===== src/rtl/nm_pkg.sv =====
package nm_pkg;
    // Default rise/fall shifts and margin ratio (MARGIN_NUM / 2**MARGIN_FRAC)
    localparam int unsigned DEF_ENV_W       = 16;
    localparam int unsigned DEF_K_RISE      = 14;
    localparam int unsigned DEF_K_FALL      = 2;
    localparam int unsigned DEF_MARGIN_NUM  = 203;
    localparam int unsigned DEF_MARGIN_FRAC = 7;

    typedef enum logic [1:0] {
        DIR_HOLD = 2'd0,
        DIR_RISE = 2'd1,
        DIR_FALL = 2'd2
    } nm_dir_e;
endpackage


===== src/rtl/nm_floor_step.sv =====
module nm_floor_step #(
    parameter int unsigned ENV_W  = 16,
    parameter int unsigned K_RISE = 14,
    parameter int unsigned K_FALL = 2
) (
    input  logic [ENV_W-1:0] floor_i,
    input  logic [ENV_W-1:0] env_i,
    output logic [ENV_W-1:0] floor_o,
    output nm_pkg::nm_dir_e  dir_o
);
    localparam logic [ENV_W-1:0] ONE = {{(ENV_W-1){1'b0}}, 1'b1};

    logic [ENV_W-1:0] up_gap, down_gap, up_step, down_step, up_sh, down_sh;

    always_comb begin
        up_gap   = env_i - floor_i;
        down_gap = floor_i - env_i;
        up_sh    = up_gap >> K_RISE;
        up_step  = (up_sh == '0) ? ONE : up_sh;
    end

    generate
        if (K_FALL == 0) begin : g_direct_fall
            always_comb begin
                down_sh   = down_gap;
                down_step = down_gap;
            end
        end else begin : g_shift_fall
            always_comb begin
                down_sh   = down_gap >> K_FALL;
                down_step = (down_sh == '0) ? ONE : down_sh;
            end
        end
    endgenerate

    always_comb begin
        if (env_i > floor_i) begin
            dir_o   = nm_pkg::DIR_RISE;
            floor_o = floor_i + up_step;
        end else if (env_i < floor_i) begin
            dir_o   = nm_pkg::DIR_FALL;
            floor_o = floor_i - down_step;
        end else begin
            dir_o   = nm_pkg::DIR_HOLD;
            floor_o = floor_i;
        end
    end
endmodule


===== src/rtl/nm_margin_cmp.sv =====
module nm_margin_cmp #(
    parameter int unsigned ENV_W       = 16,
    parameter int unsigned MARGIN_NUM  = 203,
    parameter int unsigned MARGIN_FRAC = 7
) (
    input  logic [ENV_W-1:0] env_i,
    input  logic [ENV_W-1:0] floor_i,
    output logic             above_o
);
    localparam int unsigned NUM_W  = $clog2(MARGIN_NUM + 1);
    localparam int unsigned PROD_W = ENV_W + ((NUM_W > MARGIN_FRAC) ? NUM_W : MARGIN_FRAC) + 1;
    localparam logic [PROD_W-1:0] NUM = PROD_W'(MARGIN_NUM);

    logic [PROD_W-1:0] env_scaled, floor_scaled;

    always_comb begin
        env_scaled   = PROD_W'(env_i) << MARGIN_FRAC;
        floor_scaled = PROD_W'(floor_i) * NUM;
        above_o      = env_scaled > floor_scaled;
    end
endmodule


===== src/rtl/nm_burst_monitor.sv =====
module nm_burst_monitor #(
    parameter int unsigned ENV_W       = nm_pkg::DEF_ENV_W,
    parameter int unsigned K_RISE      = nm_pkg::DEF_K_RISE,
    parameter int unsigned K_FALL      = nm_pkg::DEF_K_FALL,
    parameter int unsigned MARGIN_NUM  = nm_pkg::DEF_MARGIN_NUM,
    parameter int unsigned MARGIN_FRAC = nm_pkg::DEF_MARGIN_FRAC
) (
    input  logic             clk_i,
    input  logic             rst_ni,
    input  logic             tick_i,
    input  logic [ENV_W-1:0] env_i,
    output logic             speech_o,
    output logic [ENV_W-1:0] floor_o
);
    typedef struct packed {
        logic             primed;
        logic             speech;
        logic [ENV_W-1:0] floor;
    } state_t;

    state_t           state_d, state_q;
    logic [ENV_W-1:0] step_floor;
    nm_pkg::nm_dir_e  step_dir;
    logic             above;

    nm_floor_step #(
        .ENV_W (ENV_W),
        .K_RISE(K_RISE),
        .K_FALL(K_FALL)
    ) i_step (
        .floor_i(state_q.floor),
        .env_i  (env_i),
        .floor_o(step_floor),
        .dir_o  (step_dir)
    );

    nm_margin_cmp #(
        .ENV_W      (ENV_W),
        .MARGIN_NUM (MARGIN_NUM),
        .MARGIN_FRAC(MARGIN_FRAC)
    ) i_cmp (
        .env_i  (env_i),
        .floor_i(step_floor),
        .above_o(above)
    );

    always_comb begin
        state_d = state_q;
        if (tick_i) begin
            if (!state_q.primed) begin
                // first sample after reset seeds the floor
                state_d.primed = 1'b1;
                state_d.floor  = env_i;
                state_d.speech = 1'b0;
            end else begin
                state_d.floor  = step_floor;
                state_d.speech = above;
            end
        end
    end

    always_ff @(posedge clk_i or negedge rst_ni) begin
        if (!rst_ni) begin
            state_q <= '0;
        end else begin
            state_q <= state_d;
        end
    end

    assign speech_o = state_q.speech;
    assign floor_o  = state_q.floor;

    logic unused_dir;
    assign unused_dir = ^step_dir;
endmodule


===== config.mk =====
export PLATFORM = sky130hd
export DESIGN_NAME = nm_burst_monitor
export DESIGN_NICKNAME = d
export VERILOG_FILES = /design/src/rtl/nm_pkg.sv /design/src/rtl/nm_floor_step.sv /design/src/rtl/nm_margin_cmp.sv /design/src/rtl/nm_burst_monitor.sv
export SDC_FILE = /design/constraint.sdc
export NUM_CORES = 1
export LEC_CHECK = 0
export ABC_AREA = 1
export BUFFER_PORTS_ARGS = -buffer_cell sky130_fd_sc_hd__buf_2
export CAP_MARGIN = 20
export CORE_MARGIN = 1
export CORE_UTILIZATION = 40
export CTS_BUF_LIST = sky130_fd_sc_hd__clkbuf_8 sky130_fd_sc_hd__clkbuf_16
export CTS_CLUSTER_DIAMETER = 30
export DETAILED_ROUTE_END_ITERATION = 7
export SYNTH_ARGS = -nofsm -noshare
export SYNTH_HDL_FRONTEND = slang
export SYNTH_SLANG_ARGS = --single-unit

===== constraint.sdc =====
create_clock -name clk_i -period 8.1 [get_ports clk_i]
set_input_delay 2.43 -clock clk_i [delete_from_list [all_inputs] [get_ports clk_i]]
set_output_delay 2.43 -clock clk_i [all_outputs]
set_load 0.01 [all_outputs]

# Word level (Yosys, flattened, before mapping)
# Index checks and enable logic that the tools add are counted.
# classes
n_shift	0
n_mul	1
n_bitwise	0
n_eq_ne	0
n_mux	5
addsub	4
div_mod_pow	0
order_cmp	3
n_reduce_logical	2
# op_table
op	n
subtractor 16 bit	3
zero test 16 bit	2
two-way mux 16 bit	2
> comparator 23 x 24 -> 1 bit	1
multiplier 16 x 8 -> 24 bit, second input constant	1
two-way mux 17 bit	1
adder 16 bit	1
> comparator 16 bit	1
less-than comparator 16 bit	1
two-way mux 14 bit	1
two-way mux 2 bit	1
# word_totals
reg_bits	18
in_bits	19
mem_bits_rw	0
memories	0
romBits	0
latch_bits	0

# Depth between registers and ports, before layout
# Gate-level depths: netlist (run 1).
# depth
depth_word	9
mapped_depth	57
ltp_nobuf	57

# By module
# A second synthesis (run 1) with hierarchy kept.
# unflattened
cells_unflattened	1114
hier_area_um2	7160.6
# by_module_without_submodules
module	seq_area_each_um2	area_each_um2	n_inst	cells_each
nm_floor_step	0.0	3047.9	1	566
nm_margin_cmp	0.0	3005.4	1	390
nm_burst_monitor	450.4	1107.3	1	158

# Worst setup path before layout (run 1)
# OpenSTA, ideal clock, no wires.
# synth_timing
path_type	in2reg
start	input env_i[13]
end	register state_q, in the netlist speech_o
n_path_buf	1
slack_ps	-1240
stages	49
arrival_time_ps	9224
required_ps	7984
path_cell_list	inv_1 ha_1 buf_2 nand2_1 nor2_1 inv_1 nor3_1 nand2_1 nand2_1 xor2_1 inv_1 nand2_1 ha_1 inv_1 fa_1 nor3_2 nand2_1 nor2_1 [... 13 more ...] ha_1 a21oi_1 o21ai_0 o21bai_1 a21oi_1 inv_1 nand2_1 nand2_1 ha_1 nand2_1 inv_1 nand3b_1 nor3_1 nand4_1 nand3_1 nor2_1 nand2_1 nand2_1
# synth_via
elab_chain_cells	9
word_cells_on_any_way	15
# synth_rtl
item	line	source
start, declared	nm_burst_monitor.sv:11	input logic [ENV_W-1:0] env_i,
subtractor 16 bit	nm_floor_step.sv:17	down_gap = floor_i - env_i;
zero test 16 bit	nm_floor_step.sv:31	down_step = (down_sh == '0) ? ONE : down_sh;
two-way mux 14 bit	nm_floor_step.sv:31	
subtractor 16 bit	nm_floor_step.sv:42	floor_o = floor_i - down_step;
two-way mux 16 bit	nm_floor_step.sv:40	end else if (env_i < floor_i) begin
two-way mux 16 bit	nm_floor_step.sv:37	if (env_i > floor_i) begin
multiplier 16 x 8 -> 24 bit	nm_margin_cmp.sv:18	floor_scaled = PROD_W'(floor_i) * NUM;
> comparator 23 x 24 -> 1 bit *	nm_margin_cmp.sv:19	above_o = env_scaled > floor_scaled;
two-way mux 17 bit *	nm_burst_monitor.sv:50	if (!state_q.primed) begin
end signal, assigned	nm_burst_monitor.sv:66	state_q <= state_d;
end, declared	nm_burst_monitor.sv:21	state_t state_d, state_q;
# Mark *: on every way between the ends. The rest lies on a longest branch, timed or not.
# A chain may end at the register's enable or synchronous reset.

# Worst setup path after layout (run 1)
# layout_timing
start	input env_i[2]
end	register state_q, in the netlist floor_o[4]
# layout_via
elab_chain_cells	7
word_cells_on_any_way	13
# layout_rtl
item	line
subtractor 16 bit	nm_floor_step.sv:17
zero test 16 bit	nm_floor_step.sv:31
two-way mux 14 bit	nm_floor_step.sv:31
subtractor 16 bit	nm_floor_step.sv:42
two-way mux 16 bit	nm_floor_step.sv:40
two-way mux 16 bit *	nm_floor_step.sv:37
two-way mux 17 bit *	nm_burst_monitor.sv:50
# Marked as above.

==> results of run 1 <==
==> worst max path at each step <==
stage / from / to
after detailed placement: env_i[8] / speech_o
after global placement: env_i[8] / speech_o
after global routing: env_i[2] / speech_o
final: env_i[2] / floor_o[4]
after floorplan: env_i[13] / speech_o
after CTS: env_i[2] / speech_o
==> cell usage after synthesis (5+ instances only) <==
cell type  count
buf_4         19
nand4_1       13
dfrtp_1       18
xor2_1        21
o21ai_0       23
nand3_1       54
nor2_1        66
o21ai_1       15
ha_1         125
a21oi_1       78
nor3_1         8
xnor2_1       22
o21ai_2        5
fa_1          35
nand2_2       16
nand2_1      286
o21bai_1      10
inv_1        206
==> layout make-up <==
cell class	instances	area, um2
sequential	18	450
clock buffer	4	88.8
fill	1501	6220
tap	220	275
multi-input combinational	817	6470
inverter	209	812
timing repair buffer	336	2510
==> flip-flops by register name (all words and copies together), names as in the netlist <==
name / count
state_q: 1
floor_o: 16
speech_o: 1
==> what timing repair did <==
item                                    4_1_cts  5_1_grt
gates resized for setup                     120       38
setup buffers                                60        4
endpoints found under the setup margin        1        2
pin swaps                                    66       47
==> metal layers <==
| metal | vias up | GRT usage [%] |
|---|---|---|
| met1 | 3815 | 35.5 |
| met4 | 0 | 14.3 |
| met2 | 280 | 56.2 |
| met5 | - | 0 |
| met3 | 96 | 2.57 |
| li1 | 4001 | - |
==> logic make-up (layout without fill, tap and decap cells) <==
group                      after synthesis  count (layout)  share of synthesized area (%)
adders and majority gates              160             160                           32.4
xor gates and xnor gates                43              43                           5.40
AOI/OAI and AO/OA                      148             148                           11.9
and+or+nand+nor                        466             466                           29.2
DFF                                     18              18                           6.45
buffers and inverters                  238             549                           14.7
==> worst min-delay path, stage by stage, from the launching register on <==
cell,delay (ps)
dfrtp_1,370
nand2_1,60
nand2_1,60
==> stage by stage <==
step | std cells | utilization, % | TNS [ps] | setup WS, ps
floorplan | 1073 | - | -699 | -699
detailed placement | 1538 | 56.0 | -1670 | -1670
CTS | 1600 | 61.9 | -2020 | -1100
global placement | 1538 | 56.0 | -1660 | -1660
finish | 1604 | 63.0 | -2770 | -1450
global route | 1604 | 63.0 | -3280 | -1650
==> impl_metrics.env, run 1 <==
export IMPL_status="complete, but fails checks"
export IMPL_violations="negative setup slack"
export IMPL_cts_buffers=3
export IMPL_areaGrowthSynthToFinish_pct=51.9
export IMPL_max_clock_freq_ghz=0.105
export IMPL_via_per_inst=5.11
export IMPL_slowest_stage="fa_2"
export IMPL_met1_length_um=11000
export IMPL_fin_crit_ps=9550
export IMPL_drv_cap=0
export IMPL_path_delay_family="buffers and inverters"
export IMPL_ant_nets=0
export IMPL_critical_path_depth=60
export IMPL_clk_pin_slew_worst_paths_ps=70
export IMPL_clkSinkCount=18
export IMPL_layout_common_cells="288 x buf_4, 246 x nand2_1, 172 x inv_1"
export IMPL_r2r_setup_slack_ps=210
export IMPL_setup_viol=2
export IMPL_drt_pass1_iterations=5
export IMPL_rr_startpoint="floor_o[2]"
export IMPL_setup_slack_ps=-1450
export IMPL_grtUsageTotal_pct=30.5
export IMPL_dieWidth_um=134
export IMPL_die_area_um2=18000
export IMPL_path_buf_inv=39
export IMPL_grt_pass1_wl_um=41900
export IMPL_route_met3_wl_um=1350
export IMPL_start_util_pct=41.5
export IMPL_max_slew_worst_pin_slew_ps=1080
export IMPL_highest_layer="met4"
export IMPL_first_global_vias=8144
export IMPL_dp_final_hpwl_um=21700
export IMPL_drt_wirelength_per_cell_um=17.1
export IMPL_synth_cell_type_count=48
export IMPL_crit_fanout=4
export IMPL_diodes=0
export IMPL_grt_start_max_net_pins=34
export IMPL_hold_buffers=0
export IMPL_rsz0062_at_grt="yes"
export IMPL_reg2reg_depth=58
export IMPL_synth_area_um2=6980
export IMPL_cts_root_buf="clkbuf_16"
export IMPL_place_gp_congestion=1.00
export IMPL_postSynthAreaPerCell_um2=6.50
export IMPL_synth_top_area_share_pct=22.4
export IMPL_cp_start_kind="input port"
export IMPL_routed_via_count=8192
export IMPL_syn_instance_count=1073
export IMPL_hold_path_class="flip-flop to flip-flop"
export IMPL_io_buffers=35
export IMPL_hold_end="speech_o"
export IMPL_wl_met2_um=13800
export IMPL_final_nets=1564
export IMPL_grt_overflow=0
export IMPL_clk_latency_ps=260
export IMPL_drive_gt1_share_pct=40.5
export IMPL_hold_viol_final=0
export IMPL_cts_buffer_depth=2
export IMPL_routed_wl_um=27500
export IMPL_hp_start="speech_o"
export IMPL_critical_path_class="input port to flip-flop"
export IMPL_slew_headroom_pct=27.6
export IMPL_min_path_cells=2
export IMPL_max_stage_delay_ps=350
export IMPL_htree_num_levels=1
export IMPL_syn_nets=1252
export IMPL_cp_required_ps=8300
export IMPL_synth_top_area_cell="ha_1"
export IMPL_rr_endpoint="floor_o[4]"
export IMPL_die_h_um=134
export IMPL_crit_arrival_ps=9750
export IMPL_slew_violations=0
export IMPL_antenna_found_initial=0
export IMPL_drc_errors=0
export IMPL_synth_edff_count=0
export IMPL_rows=47
export IMPL_seq_area_frac_synth_pct=6.45
export IMPL_yosys_warnings=0
export IMPL_drt_first_iter_violations=534
export IMPL_layout_cells_most_common="buf_4"
export IMPL_boundaryPins=36
export IMPL_cts_tree="done"
export IMPL_fin_crit_sh_pct=118
export IMPL_core_area_um2=16800
export IMPL_place_area_um2=9430
export IMPL_async_flop_share_pct=100
export IMPL_synth_flop_cell="dfrtp_1"
export IMPL_cpMostUsedCell="buf_4"
export IMPL_netlist_top_cells_area="ha_1 22%, nand2_1 15%, inv_1 11%"
export IMPL_fin_worst_skew_ps=3.42
export IMPL_final_cell_area_um2=10600
export IMPL_endpoint_kind="flip-flop"
export IMPL_hold_ws_ps=514
export IMPL_ys_ff_latch=18
Power of run 1 is left out: the tool's default activity adds up to more than one toggle a clock period on the data nets, which glitch-free logic cannot reach.
==> run 2, diff against run 1 <==
- ABC_AREA: 1 -> not set
- CORE_MARGIN: 1 -> 4
- GPL_TIMING_DRIVEN: not set -> 0
==> impl_metrics.env, run 2 <==
export IMPL_status="complete, but fails checks"
export IMPL_violations="negative setup slack"
export IMPL_io_buffers=34
export IMPL_rsz0062_at_grt="yes"
export IMPL_diodes=0
export IMPL_ant_nets=0
export IMPL_netlist_top_cells_area="ha_1 26%, fa_1 12%, inv_1 8.2%"
export IMPL_setup_slack_ps=-3000
export IMPL_die_h_um=131
export IMPL_crit_fanout=5
export IMPL_drv_cap=0
export IMPL_synth_top_area_share_pct=25.9
export IMPL_dp_final_hpwl_um=14700
export IMPL_synth_area_um2=6040
export IMPL_grt_start_max_net_pins=19
export IMPL_setup_viol=1
export IMPL_final_nets=968
export IMPL_antenna_found_initial=0
export IMPL_endpoint_kind="flip-flop"
export IMPL_slew_headroom_pct=43.5
export IMPL_cp_required_ps=8210
export IMPL_areaGrowthSynthToFinish_pct=16.4
export IMPL_syn_instance_count=742
export IMPL_drc_errors=0
export IMPL_drt_pass1_iterations=5
export IMPL_synth_cell_type_count=63
export IMPL_drt_first_iter_violations=234
export IMPL_drt_wirelength_per_cell_um=17.1
export IMPL_slew_violations=0
export IMPL_fin_crit_ps=11100
export IMPL_synth_edff_count=0
export IMPL_layout_common_cells="121 x inv_1, 109 x ha_1, 42 x a21oi_1"
export IMPL_critical_path_class="input port to flip-flop"
export IMPL_clk_pin_slew_worst_paths_ps=50
export IMPL_crit_arrival_ps=11220
export IMPL_grtUsageTotal_pct=20.2
export IMPL_largest_register_ffs=16
export IMPL_syn_nets=921
export IMPL_ys_ff_latch=18
export IMPL_first_global_vias=5360
export IMPL_synth_flop_cell="dfrtp_1"
export IMPL_hold_buffers=0
export IMPL_max_slew_worst_pin_slew_ps=836
export IMPL_grt_overflow=0
export IMPL_slowest_stage="fa_1"
export IMPL_fin_worst_skew_ps=3.28
export IMPL_seq_area_frac_synth_pct=7.46
export IMPL_routed_wl_um=16600
export IMPL_layout_cells_most_common="inv_1"
export IMPL_die_area_um2=17100
export IMPL_postSynthAreaPerCell_um2=8.14
export IMPL_path_delay_family="compound AO/OA/AOI/OAI gates"
export IMPL_max_stage_delay_ps=530
export IMPL_dieWidth_um=131
export IMPL_core_area_um2=14600
export IMPL_cts_root_buf="clkbuf_16"
export IMPL_synth_common_cells="132 x inv_1, 125 x ha_1, 44 x a21oi_1, 44 x nor2_1, 43 x xnor2_1"
export IMPL_place_gp_congestion=0.915
export IMPL_htree_num_levels=1
export IMPL_rows=44
export IMPL_async_flop_share_pct=100
export IMPL_start_util_pct=41.2
export IMPL_via_per_inst=5.45
export IMPL_boundaryPins=36
export IMPL_cts_buffers=3
export IMPL_path_buf_inv=5
export IMPL_cts_buffer_depth=2
export IMPL_clk_latency_ps=250
export IMPL_yosys_warnings=0
export IMPL_hold_viol_final=0
export IMPL_cts_tree="done"
export IMPL_place_inst=960
export IMPL_drive_gt1_share_pct=17.2
export IMPL_routed_via_count=5289
export IMPL_hold_path_class="flip-flop to flip-flop"
export IMPL_cp_start_kind="input port"
export IMPL_fin_crit_sh_pct=137
export IMPL_yosysMostFrequentCell="inv_1"
export IMPL_clkSinkCount=18
export IMPL_max_clock_freq_ghz=0.0901
export IMPL_grt_pass1_wl_um=27300
export IMPL_pre_cts_ws_ps=-4070
export IMPL_synth_top_area_cell="ha_1"
export IMPL_final_cells=971
[run 2: changes by cell type in the layout (fill, tap and decap cells not counted), moves of 18 or more]
cell,before,now
inv_1,172,121
ha_1,91,109
nand2_1,246,23
nand3_1,46,14
a21o_1,4,24
ha_4,32,14
inv_2,29,8
buf_4,288,30
nand2_2,48,1
xnor2_1,14,39
[run 2: path summary, 6_finish.rpt]
path	start	to	slack [ps]	depth (start not counted)
max	env_i[5]	speech_o	-3000	41
min	speech_o	speech_o	530	2
max reg2reg	floor_o[2]	speech_o	-1240	39
max in group asynchronous	rst_ni	floor_o[2]	5670	1
min in group asynchronous	rst_ni	speech_o	2110	1
min reg2reg	speech_o	speech_o	530	2
[run 2: layout make-up]
class | instances | area (um2)
tap | 184 | 230
buffer | 28 | 173
inverter | 132 | 508
clock buffer | 3 | 75.1
fill | 1442 | 7620
sequential | 18 | 450
timing repair buffer | 42 | 249
multi-input combinational | 564 | 5340
[run 2: cell families after synthesis]
| logic type | after synthesis | share of synthesized area (%) |
|---|---|---|
| DFF | 18 | 7.46 |
| xor gates and xnor gates | 60 | 8.70 |
| adders and majority gates | 160 | 37.5 |
| AOI/OAI and AO/OA | 171 | 19.1 |
| muxes | 17 | 2.84 |
| buffers and inverters | 160 | 11.1 |
| and+or+nand+nor | 156 | 13.3 |
[run 2: repair_timing]
| action | in CTS | in global routing |
|---|---|---|
| buffers inserted | 8 | 0 |
| pin swaps | 23 | 7 |
| gates resized for setup | 34 | 8 |
| setup endpoints to repair | 1 | 1 |
[run 2: stage by stage]
stage	instance area [um2]	utilization (%)	hold WS [ps]	TNS, ps
floorplan	6280	-	561	-2280
global route	7030	48.0	569	-3470
CTS	6980	47.7	536	-2990
finish	7030	48.0	533	-3000
detailed placement	6680	45.6	528	-4070
global placement	6680	45.6	525	-3960
[run 2: worst register-to-register path: cells and delay by family (launching register included)]
| kind | cells | cell delay [ps] |
|---|---|---|
| compound gates | 17 | 3920 |
| xor+xnor | 3 | 650 |
| flops | 1 | 560 |
| fa+ha+maj | 8 | 2780 |
| mux | 1 | 130 |
| simple gates | 7 | 1000 |
| buf+inv | 3 | 170 |
[run 2: per-layer routing]
metal	vias up	track usage, %	part of all wire, %
met4	0	7.80	3.4
met3	29	0.732	2.6
met2	105	35.0	49
met5	-	0	0
li1	2634	-	-
met1	2521	26.7	45
Power of run 2 is left out for the same reason.
